===== src/rtl/dmac_regbank_pkg.sv =====
package dmac_regbank_pkg;

  localparam int unsigned DW = 32;

  // control/status bit positions
  localparam int B_EN        = 0;
  localparam int B_IE_ERR    = 8;
  localparam int B_IE_DONE   = 9;
  localparam int B_IE_CHUNK  = 10;
  localparam int B_DONE      = 12;
  localparam int B_ERR       = 13;
  localparam int B_INT_ERR   = 14;
  localparam int B_INT_DONE  = 15;
  localparam int B_INT_CHUNK = 16;

  localparam logic [DW-1:0] CSR_WR_MASK = 32'h0000_07FF;
  localparam logic [DW-1:0] CSR_RC_MASK = 32'h0001_E000;
  localparam logic [DW-1:0] AMASK_RESET = 32'hFFFF_FFFC;

  typedef enum logic [2:0] {
    CR_CTL, CR_SIZE, CR_SRC, CR_SRCM, CR_DST, CR_DSTM, CR_DESC, CR_SWPTR
  } chreg_e;

  typedef enum logic [2:0] {
    GR_CTL, GR_MSKA, GR_MSKB, GR_SRCA, GR_SRCB, GR_NONE
  } greg_e;

  // software write into a control/status word
  function automatic logic [DW-1:0] csr_merge(input logic [DW-1:0] cur,
                                              input logic [DW-1:0] wd);
    logic [DW-1:0] r;
    r = (cur & ~CSR_WR_MASK) | (wd & CSR_WR_MASK);
    if (wd[B_EN] && !cur[B_EN]) r[B_DONE] = 1'b0;
    return r;
  endfunction

  // interrupt raises {chunk, done, err} of one channel
  function automatic logic [2:0] int_hits(input logic [DW-1:0] cur,
                                          input logic chunk,
                                          input logic done,
                                          input logic err,
                                          input logic msk);
    return {chunk & cur[B_IE_CHUNK], done & cur[B_IE_DONE], err & cur[B_IE_ERR]}
           & {3{msk}};
  endfunction

endpackage


===== src/rtl/dmac_addr_decode.sv =====
module dmac_addr_decode
  import dmac_regbank_pkg::*;
#(
  parameter int ADDR_W = 8,
  parameter int NCH = 4,
  parameter logic [ADDR_W-1:0] CH_BASE = 8'h20,
  parameter logic [ADDR_W-1:0] CH_STRIDE = 8'h20,
  localparam int CIW = (NCH > 1) ? $clog2(NCH) : 1
) (
  input  logic [ADDR_W-1:0] addr,
  output logic              bad,
  output logic              hit_ch,
  output greg_e             glob_sel,
  output logic [CIW-1:0]    ch_idx,
  output chreg_e            ch_reg
);

  logic [ADDR_W-1:0] rel, num, off;

  assign rel = addr - CH_BASE;
  assign num = rel / CH_STRIDE;
  assign off = rel % CH_STRIDE;

  always_comb begin
    bad      = 1'b0;
    hit_ch   = 1'b0;
    glob_sel = GR_NONE;
    ch_idx   = '0;
    ch_reg   = CR_CTL;
    if (addr[1:0] != 2'b00) begin
      bad = 1'b1;
    end else if (addr < CH_BASE) begin
      if      (addr == ADDR_W'(0))  glob_sel = GR_CTL;
      else if (addr == ADDR_W'(4))  glob_sel = GR_MSKA;
      else if (addr == ADDR_W'(8))  glob_sel = GR_MSKB;
      else if (addr == ADDR_W'(12)) glob_sel = GR_SRCA;
      else if (addr == ADDR_W'(16)) glob_sel = GR_SRCB;
      else                          bad = 1'b1;
    end else if (num >= ADDR_W'(NCH) || off >= ADDR_W'(32)) begin
      bad = 1'b1;
    end else begin
      hit_ch = 1'b1;
      ch_idx = num[CIW-1:0];
      ch_reg = chreg_e'(off[4:2]);
    end
  end

endmodule


===== src/rtl/dmac_chan_regs.sv =====
module dmac_chan_regs
  import dmac_regbank_pkg::*;
(
  input  logic          clk,
  input  logic          rst_n,
  input  logic          wr_stb,
  input  logic          csr_rd_stb,
  input  chreg_e        sel,
  input  logic [DW-1:0] wdata,
  input  logic          ev_chunk,
  input  logic          ev_done,
  input  logic          ev_err,
  input  logic          msk_a_bit,
  output logic [DW-1:0] csr_q,
  output logic [DW-1:0] size_q,
  output logic [DW-1:0] src_q,
  output logic [DW-1:0] srcm_q,
  output logic [DW-1:0] dst_q,
  output logic [DW-1:0] dstm_q,
  output logic [DW-1:0] desc_q,
  output logic [DW-1:0] rd_val,
  output logic          raise
);

  logic [DW-1:0] swptr_q;
  logic [DW-1:0] csr_d;
  logic [2:0]    hits;

  assign hits  = int_hits(csr_q, ev_chunk, ev_done, ev_err, msk_a_bit);
  assign raise = |hits;

  always_comb begin
    csr_d = csr_q;
    if (csr_rd_stb) csr_d = csr_d & ~CSR_RC_MASK;
    if (wr_stb && sel == CR_CTL) csr_d = csr_merge(csr_q, wdata);
    if (ev_done) begin
      csr_d[B_DONE] = 1'b1;
      csr_d[B_EN]   = 1'b0;
    end
    if (ev_err) begin
      csr_d[B_ERR] = 1'b1;
      csr_d[B_EN]  = 1'b0;
    end
    if (hits[2]) csr_d[B_INT_CHUNK] = 1'b1;
    if (hits[1]) csr_d[B_INT_DONE]  = 1'b1;
    if (hits[0]) csr_d[B_INT_ERR]   = 1'b1;
  end

  always_ff @(posedge clk or negedge rst_n) begin
    if (!rst_n) begin
      csr_q   <= '0;
      size_q  <= '0;
      src_q   <= '0;
      srcm_q  <= AMASK_RESET;
      dst_q   <= '0;
      dstm_q  <= AMASK_RESET;
      desc_q  <= '0;
      swptr_q <= '0;
    end else begin
      csr_q <= csr_d;
      if (wr_stb) begin
        case (sel)
          CR_SIZE:  size_q  <= wdata;
          CR_SRC:   src_q   <= wdata;
          CR_SRCM:  srcm_q  <= wdata;
          CR_DST:   dst_q   <= wdata;
          CR_DSTM:  dstm_q  <= wdata;
          CR_DESC:  desc_q  <= wdata;
          CR_SWPTR: swptr_q <= wdata;
          default: ;
        endcase
      end
    end
  end

  always_comb begin
    case (sel)
      CR_CTL:   rd_val = csr_q;
      CR_SIZE:  rd_val = size_q;
      CR_SRC:   rd_val = src_q;
      CR_SRCM:  rd_val = srcm_q;
      CR_DST:   rd_val = dst_q;
      CR_DSTM:  rd_val = dstm_q;
      CR_DESC:  rd_val = desc_q;
      default:  rd_val = swptr_q;
    endcase
  end

endmodule


===== src/rtl/dmac_irq_ctrl.sv =====
module dmac_irq_ctrl
  import dmac_regbank_pkg::*;
#(
  parameter int NCH = 4
) (
  input  logic           clk,
  input  logic           rst_n,
  input  logic           wr_stb,
  input  greg_e          sel,
  input  logic [DW-1:0]  wdata,
  input  logic [NCH-1:0] raise,
  output logic [NCH-1:0] msk_a,
  output logic [NCH-1:0] msk_b,
  output logic [NCH-1:0] src_a,
  output logic [NCH-1:0] src_b,
  output logic           irq
);

  // one-hot of the highest set bit
  function automatic logic [NCH-1:0] top_onehot(input logic [NCH-1:0] v);
    logic [NCH-1:0] r;
    r = '0;
    for (int i = 0; i < NCH; i++) begin
      if (v[i]) begin
        r    = '0;
        r[i] = 1'b1;
      end
    end
    return r;
  endfunction

  always_ff @(posedge clk or negedge rst_n) begin
    if (!rst_n) begin
      msk_a <= '0;
      msk_b <= '0;
      src_a <= '0;
      src_b <= '0;
    end else begin
      if (wr_stb && sel == GR_MSKA) msk_a <= wdata[NCH-1:0];
      if (wr_stb && sel == GR_MSKB) msk_b <= wdata[NCH-1:0];
      if (wr_stb && sel == GR_SRCB) src_b <= wdata[NCH-1:0];
      if (|raise)                           src_a <= top_onehot(raise);
      else if (wr_stb && sel == GR_SRCA)    src_a <= wdata[NCH-1:0];
    end
  end

  assign irq = (|(src_a & msk_a)) | (|(src_b & msk_b));

endmodule


===== src/rtl/dmac_regbank.sv =====
module dmac_regbank
  import dmac_regbank_pkg::*;
#(
  parameter int NCH = 4,
  parameter int ADDR_W = 8,
  parameter logic [ADDR_W-1:0] CH_BASE = 8'h20,
  parameter logic [ADDR_W-1:0] CH_STRIDE = 8'h20,
  localparam int CIW = (NCH > 1) ? $clog2(NCH) : 1
) (
  input  logic              clk,
  input  logic              rst_n,
  input  logic              req_valid,
  input  logic              req_write,
  input  logic [ADDR_W-1:0] req_addr,
  input  logic [31:0]       req_wdata,
  output logic              rsp_valid,
  output logic [31:0]       rsp_rdata,
  output logic              rsp_err,
  input  logic [NCH-1:0]    ev_chunk,
  input  logic [NCH-1:0]    ev_done,
  input  logic [NCH-1:0]    ev_err,
  output logic [NCH*32-1:0] ch_csr_o,
  output logic [NCH*32-1:0] ch_size_o,
  output logic [NCH*32-1:0] ch_src_o,
  output logic [NCH*32-1:0] ch_src_mask_o,
  output logic [NCH*32-1:0] ch_dst_o,
  output logic [NCH*32-1:0] ch_dst_mask_o,
  output logic [NCH*32-1:0] ch_desc_o,
  output logic              irq
);

  logic           bad, hit_ch, acc_rd, acc_wr;
  greg_e          glob_sel;
  logic [CIW-1:0] ch_idx;
  chreg_e         ch_reg;
  logic [NCH-1:0] msk_a_q, msk_b_q, src_a_q, src_b_q;
  logic [NCH-1:0] raise_vec, csr_rd_vec, ch_wr_vec;
  logic [DW-1:0]  ch_rd [NCH];
  logic [DW-1:0]  glob_rd, rd_mux;

  dmac_addr_decode #(
    .ADDR_W(ADDR_W), .NCH(NCH), .CH_BASE(CH_BASE), .CH_STRIDE(CH_STRIDE)
  ) u_dec (
    .addr(req_addr), .bad(bad), .hit_ch(hit_ch), .glob_sel(glob_sel),
    .ch_idx(ch_idx), .ch_reg(ch_reg)
  );

  assign acc_rd = req_valid & ~req_write & ~bad;
  assign acc_wr = req_valid &  req_write & ~bad;

  for (genvar k = 0; k < NCH; k++) begin : g_ch
    assign ch_wr_vec[k]  = acc_wr & hit_ch & (ch_idx == CIW'(k));
    assign csr_rd_vec[k] = acc_rd & hit_ch & (ch_idx == CIW'(k)) & (ch_reg == CR_CTL);

    dmac_chan_regs u_regs (
      .clk(clk), .rst_n(rst_n),
      .wr_stb(ch_wr_vec[k]), .csr_rd_stb(csr_rd_vec[k]),
      .sel(ch_reg), .wdata(req_wdata),
      .ev_chunk(ev_chunk[k]), .ev_done(ev_done[k]), .ev_err(ev_err[k]),
      .msk_a_bit(msk_a_q[k]),
      .csr_q(ch_csr_o[k*32 +: 32]), .size_q(ch_size_o[k*32 +: 32]),
      .src_q(ch_src_o[k*32 +: 32]), .srcm_q(ch_src_mask_o[k*32 +: 32]),
      .dst_q(ch_dst_o[k*32 +: 32]), .dstm_q(ch_dst_mask_o[k*32 +: 32]),
      .desc_q(ch_desc_o[k*32 +: 32]),
      .rd_val(ch_rd[k]), .raise(raise_vec[k])
    );
  end

  dmac_irq_ctrl #(.NCH(NCH)) u_irq (
    .clk(clk), .rst_n(rst_n),
    .wr_stb(acc_wr & ~hit_ch), .sel(glob_sel), .wdata(req_wdata),
    .raise(raise_vec),
    .msk_a(msk_a_q), .msk_b(msk_b_q), .src_a(src_a_q), .src_b(src_b_q),
    .irq(irq)
  );

  always_comb begin
    case (glob_sel)
      GR_MSKA: glob_rd = DW'(msk_a_q);
      GR_MSKB: glob_rd = DW'(msk_b_q);
      GR_SRCA: glob_rd = DW'(src_a_q);
      GR_SRCB: glob_rd = DW'(src_b_q);
      default: glob_rd = '0;
    endcase
  end

  assign rd_mux = hit_ch ? ch_rd[ch_idx] : glob_rd;

  always_ff @(posedge clk or negedge rst_n) begin
    if (!rst_n) begin
      rsp_valid <= 1'b0;
      rsp_err   <= 1'b0;
      rsp_rdata <= '0;
    end else begin
      rsp_valid <= req_valid;
      rsp_err   <= req_valid & bad;
      rsp_rdata <= acc_rd ? rd_mux : '0;
    end
  end

endmodule


===== config.mk =====
export PLATFORM = sky130hd
export DESIGN_NAME = dmac_regbank
export DESIGN_NICKNAME = d
export VERILOG_FILES = /design/src/rtl/dmac_regbank_pkg.sv /design/src/rtl/dmac_addr_decode.sv /design/src/rtl/dmac_chan_regs.sv /design/src/rtl/dmac_irq_ctrl.sv /design/src/rtl/dmac_regbank.sv
export SDC_FILE = /design/constraint.sdc
export NUM_CORES = 1
export LEC_CHECK = 0
export ABC_CLOCK_PERIOD_IN_PS = 1800
export BUFFER_PORTS_ARGS = -buffer_cell sky130_fd_sc_hd__buf_4
export CORE_AREA = 4 4 380 382
export DETAILED_ROUTE_END_ITERATION = 12
export DIE_AREA = 0 0 384 386
export HOLD_SLACK_MARGIN = 0.1
export PLACE_DENSITY_LB_ADDON = 0.05
export SLEW_MARGIN = 20
export SYNTH_ARGS = -nofsm -noshare
export SYNTH_HDL_FRONTEND = slang
export SYNTH_SLANG_ARGS = --single-unit

===== constraint.sdc =====
create_clock -name clk -period 1.8 [get_ports clk]
set_input_delay 0.09 -clock clk [delete_from_list [all_inputs] [get_ports clk]]
set_output_delay 0.09 -clock clk [all_outputs]
set_load 0.005 [all_outputs]

==> results.ini <==
[status]
status = complete, but fails checks
violations = negative setup slack

[setup_path]
critPathBufInv = 0
path_cells = mux2_2 -> a22o_4 -> a222oi_1 -> a21oi_1 -> o22ai_2 -> nor4_1
endpoint = rsp_rdata[10]
cp_top_family = compound AO/OA/AOI/OAI gates
crit_cells = 6
cp.arrival_ns = 2.55
crit_start = g_ch[0].u_regs.size_q[10]
ff2ff_path_depth = 6
critical_path.max_fanout = 2
cp.required_ns = 2.42
rr_endpoint = rsp_rdata[10]
cp-start-kind = register
rrSetupSlack_ns = -0.13
criticalPathCategory = reg2reg
cpPeakStageDelay_ns = 0.46
worstReg2RegStart = g_ch[0].u_regs.size_q[10]
end_kind = register
critPathSlowestCell = a222oi_1

[clock_network]
numCtsBuffers = 119
cts_tree = yes
cts.sinks = 1010
clk_latency_ns = 0.75
cts_root_buf = clkbuf_16
clkTransAtPathRegs_ns = 0.06
htree_num_levels = 3
clock_path_buffers = 3

[routing]
drt_pass1_iterations = 6
vias_per_cell = 5.61
wirelength_met1_mm = 107
wl_met3_mm = 18.3
drc_errors = 0
num_vias = 38200
drtAntennaViolNets = 0
topRoutingLayerUsed = met5
wl_mm = 252
wl_per_cell_um = 37.0
wl_met2_mm = 116
drtIter0Drc = 3684

[die]
boundaryPins = 987
die-area_um2 = 148000
core_region_area_um2 = 141000
initial_core_util_pct = 32.8
die_h_um = 386
row_count = 138
fp.dieW_um = 384

[synth]
ys_ff_latch = 1010
postSynthAreaPerCell_um2 = 13.4
synth_ff_type = dfrtp_1
synth_edf_count = 0
yosysUniqueCellTypes = 70
ys_seq_area_share_pct = 55.2
synth_area_leader_cell = dfrtp_1
syn_area_um2 = 46300
ys_warn_count = 0
synthCells = 3465
yosys-top-cells-area = dfrtp_1, mux2_2, dfstp_2
netlist.area_leader.share_pct = 41.6
async_reset_ff_share_pct = 100

[timing]
fin_crit_ns = 1.93
slew_headroom_pct = 23.5
final_max_slew_viol_count = 0
whs_ns = 0.155
fin_worst_skew_ns = 0.0217
rsz0062_at_grt = yes
finalSetupViolCount = 200
post-route-period-util_pct = 107
timing.final.ws_setup_ns = -0.128
tightest_slew_ns = 1.14
finalHoldViolCount = 0
max_freq_mhz = 519

[placed_design]
dp_cells = 6502
place.gp.congestion = 0.904
detailed_place_hpwl_mm = 187
portBuffers = 922

[grt]
grt_max_degree = 71
antenna_found_initial = 13
grt_use_total_pct = 32.8
grt_pass1_vias = 38000
overflow = 0
grt_pass1_wl_mm = 337

[cells_and_area]
area_growth_pct = 41.6
fill_cells = 12900
layout-drive-gt1-share_pct = 62.4
final_common_cell = buf_4
final_cells = 6804
final_nets = 4860
layout_common_cells = buf_4, mux2_2, dfrtp_1

[pwr]
power.leakage_nw = 31.9
p_per_area_nw_per_um2 = 788
ir_worst_vdd_mv = 0.680

[flow_run]
drv_cap = 0

[hold_path]
hold_class = in2reg

where the power goes:
part           internal [mW]  total, mW  switching [mW]  leakage [nW]
Sequential              22.8       22.8          0.0445          13.2
Clock                   15.0       25.3            10.3          2.01
Combinational           1.09       3.52            2.43          16.7
area by class of cell:
type                            instances  area [µm²]  share of cell area [%]
Tap cell                             1890        2360                    3.61
Multi-Input combinational cell       2096       19700                    30.1
Antenna cell                            7        17.5                  0.0267
Clock inverter                         31         384                   0.586
Sequential cell                      1010       25600                    39.0
Clock buffer                          194        3670                    5.60
Timing Repair Buffer                 1568       13800                    21.1
Inverter                                8        37.5                  0.0572
cell usage after synthesis, types with 12 or more instances:
| cell | number |
|---|---|
| a22o_1 | 57 |
| mux2_4 | 60 |
| clkbuf_1 | 141 |
| buf_1 | 44 |
| mux2i_1 | 39 |
| a221oi_1 | 112 |
| nor4_1 | 17 |
| and2_1 | 13 |
| a32o_1 | 12 |
| a31oi_1 | 12 |
| buf_4 | 79 |
| a221o_1 | 12 |
| o21ai_0 | 66 |
| mux2_1 | 29 |
| dfrtp_1 | 770 |
| nor3_1 | 15 |
| o211ai_1 | 12 |
| buf_2 | 141 |
| nand3_1 | 30 |
| a21oi_1 | 99 |
| a211oi_1 | 24 |
| mux2_2 | 925 |
| a222oi_1 | 37 |
| a22oi_1 | 139 |
| nor2_1 | 66 |
| nand2_1 | 104 |
| o22ai_1 | 31 |
| dfstp_2 | 240 |
kinds of logic (layout without fill, tap and decap cells):
kind of cell / Yosys count / after routing / share of synthesized area, %
DFF: 1010 / 1010 / 55.2
and+or+nand+nor: 310 / 310 / 3.29
AOI/OAI and AO/OA: 664 / 664 / 10.7
muxes: 1057 / 1057 / 26.2
adders and majority gates: 1 / 1 / 0.0270
other: 1 / 71 / 0.00810
buffers and inverters: 422 / 1801 / 4.59
tightest hold or removal path: stages:
cell	delay, ns
dlygate4sd3_1	0.57
buf_4	0.15
nor3_1	0.05
repair_timing:
item | CTS | global route
pin swaps | 12 | 32
endpoints found under the hold margin | 1914 | 72
gates resized for setup | 30 | 53
hold buffers | 53 | 1
buffers inserted | 10 | 8
setup endpoints to repair | 19 | 394
gates cloned | 0 | 2
registers in the layout (all words and copies together), names as in the netlist:
signal and count:
g_ch.u_regs.srcm_q 128, g_ch.u_regs.size_q 128, u_irq.src_a 4, g_ch.u_regs.src_q 128
g_ch.u_regs.swptr_q 128, u_irq.msk_a 4, u_irq.msk_b 4, u_irq.src_b 4
g_ch.u_regs.dst_q 128, g_ch.u_regs.desc_q 128, rsp_rdata 32, rsp_err 1
g_ch.u_regs.csr_q 64, rsp_valid 1, g_ch.u_regs.dstm_q 128
worst min-delay path by stage:
stage,start,slack [ns],cells past startpoint,to
CTS,req_addr[7],0.12,6,u_irq.msk_a[1]
global placement,rst_n,-0.004,1,g_ch[3].u_regs.size_q[6]
global route,ev_err[2],0.15,3,g_ch[2].u_regs.csr_q[0]
detailed placement,rst_n,-0.008,1,g_ch[3].u_regs.size_q[7]
finish,ev_err[2],0.15,3,g_ch[2].u_regs.csr_q[0]
floorplan,rst_n,-0.21,0,g_ch[0].u_regs.csr_q[0]
through the flow:
stage | util, % | TNS (ns) | instance area, µm² | setup WS, ns | total power, mW
finish | 46.5 | -8.50 | 65600 | -0.128 | 51.7
floorplan | - | -193.54 | 47000 | -0.285 | 24.3
detailed placement | 42.8 | -525.92 | 60400 | -0.990 | 26.5
CTS | 46.2 | -5.34 | 65200 | -0.239 | 52.1
global route | 46.5 | -11.23 | 65600 | -0.194 | 53.1
global placement | 42.8 | -517.04 | 60400 | -0.930 | 26.5
routing by layer:
layer | GRT usage (%) | up-vias
li1 | - | 15600
met1 | 44.4 | 20400
met2 | 52.2 | 1794
met3 | 6.92 | 395
met4 | 11.0 | 10
met5 | 0 | -
(Power assumes the default switching activity.)
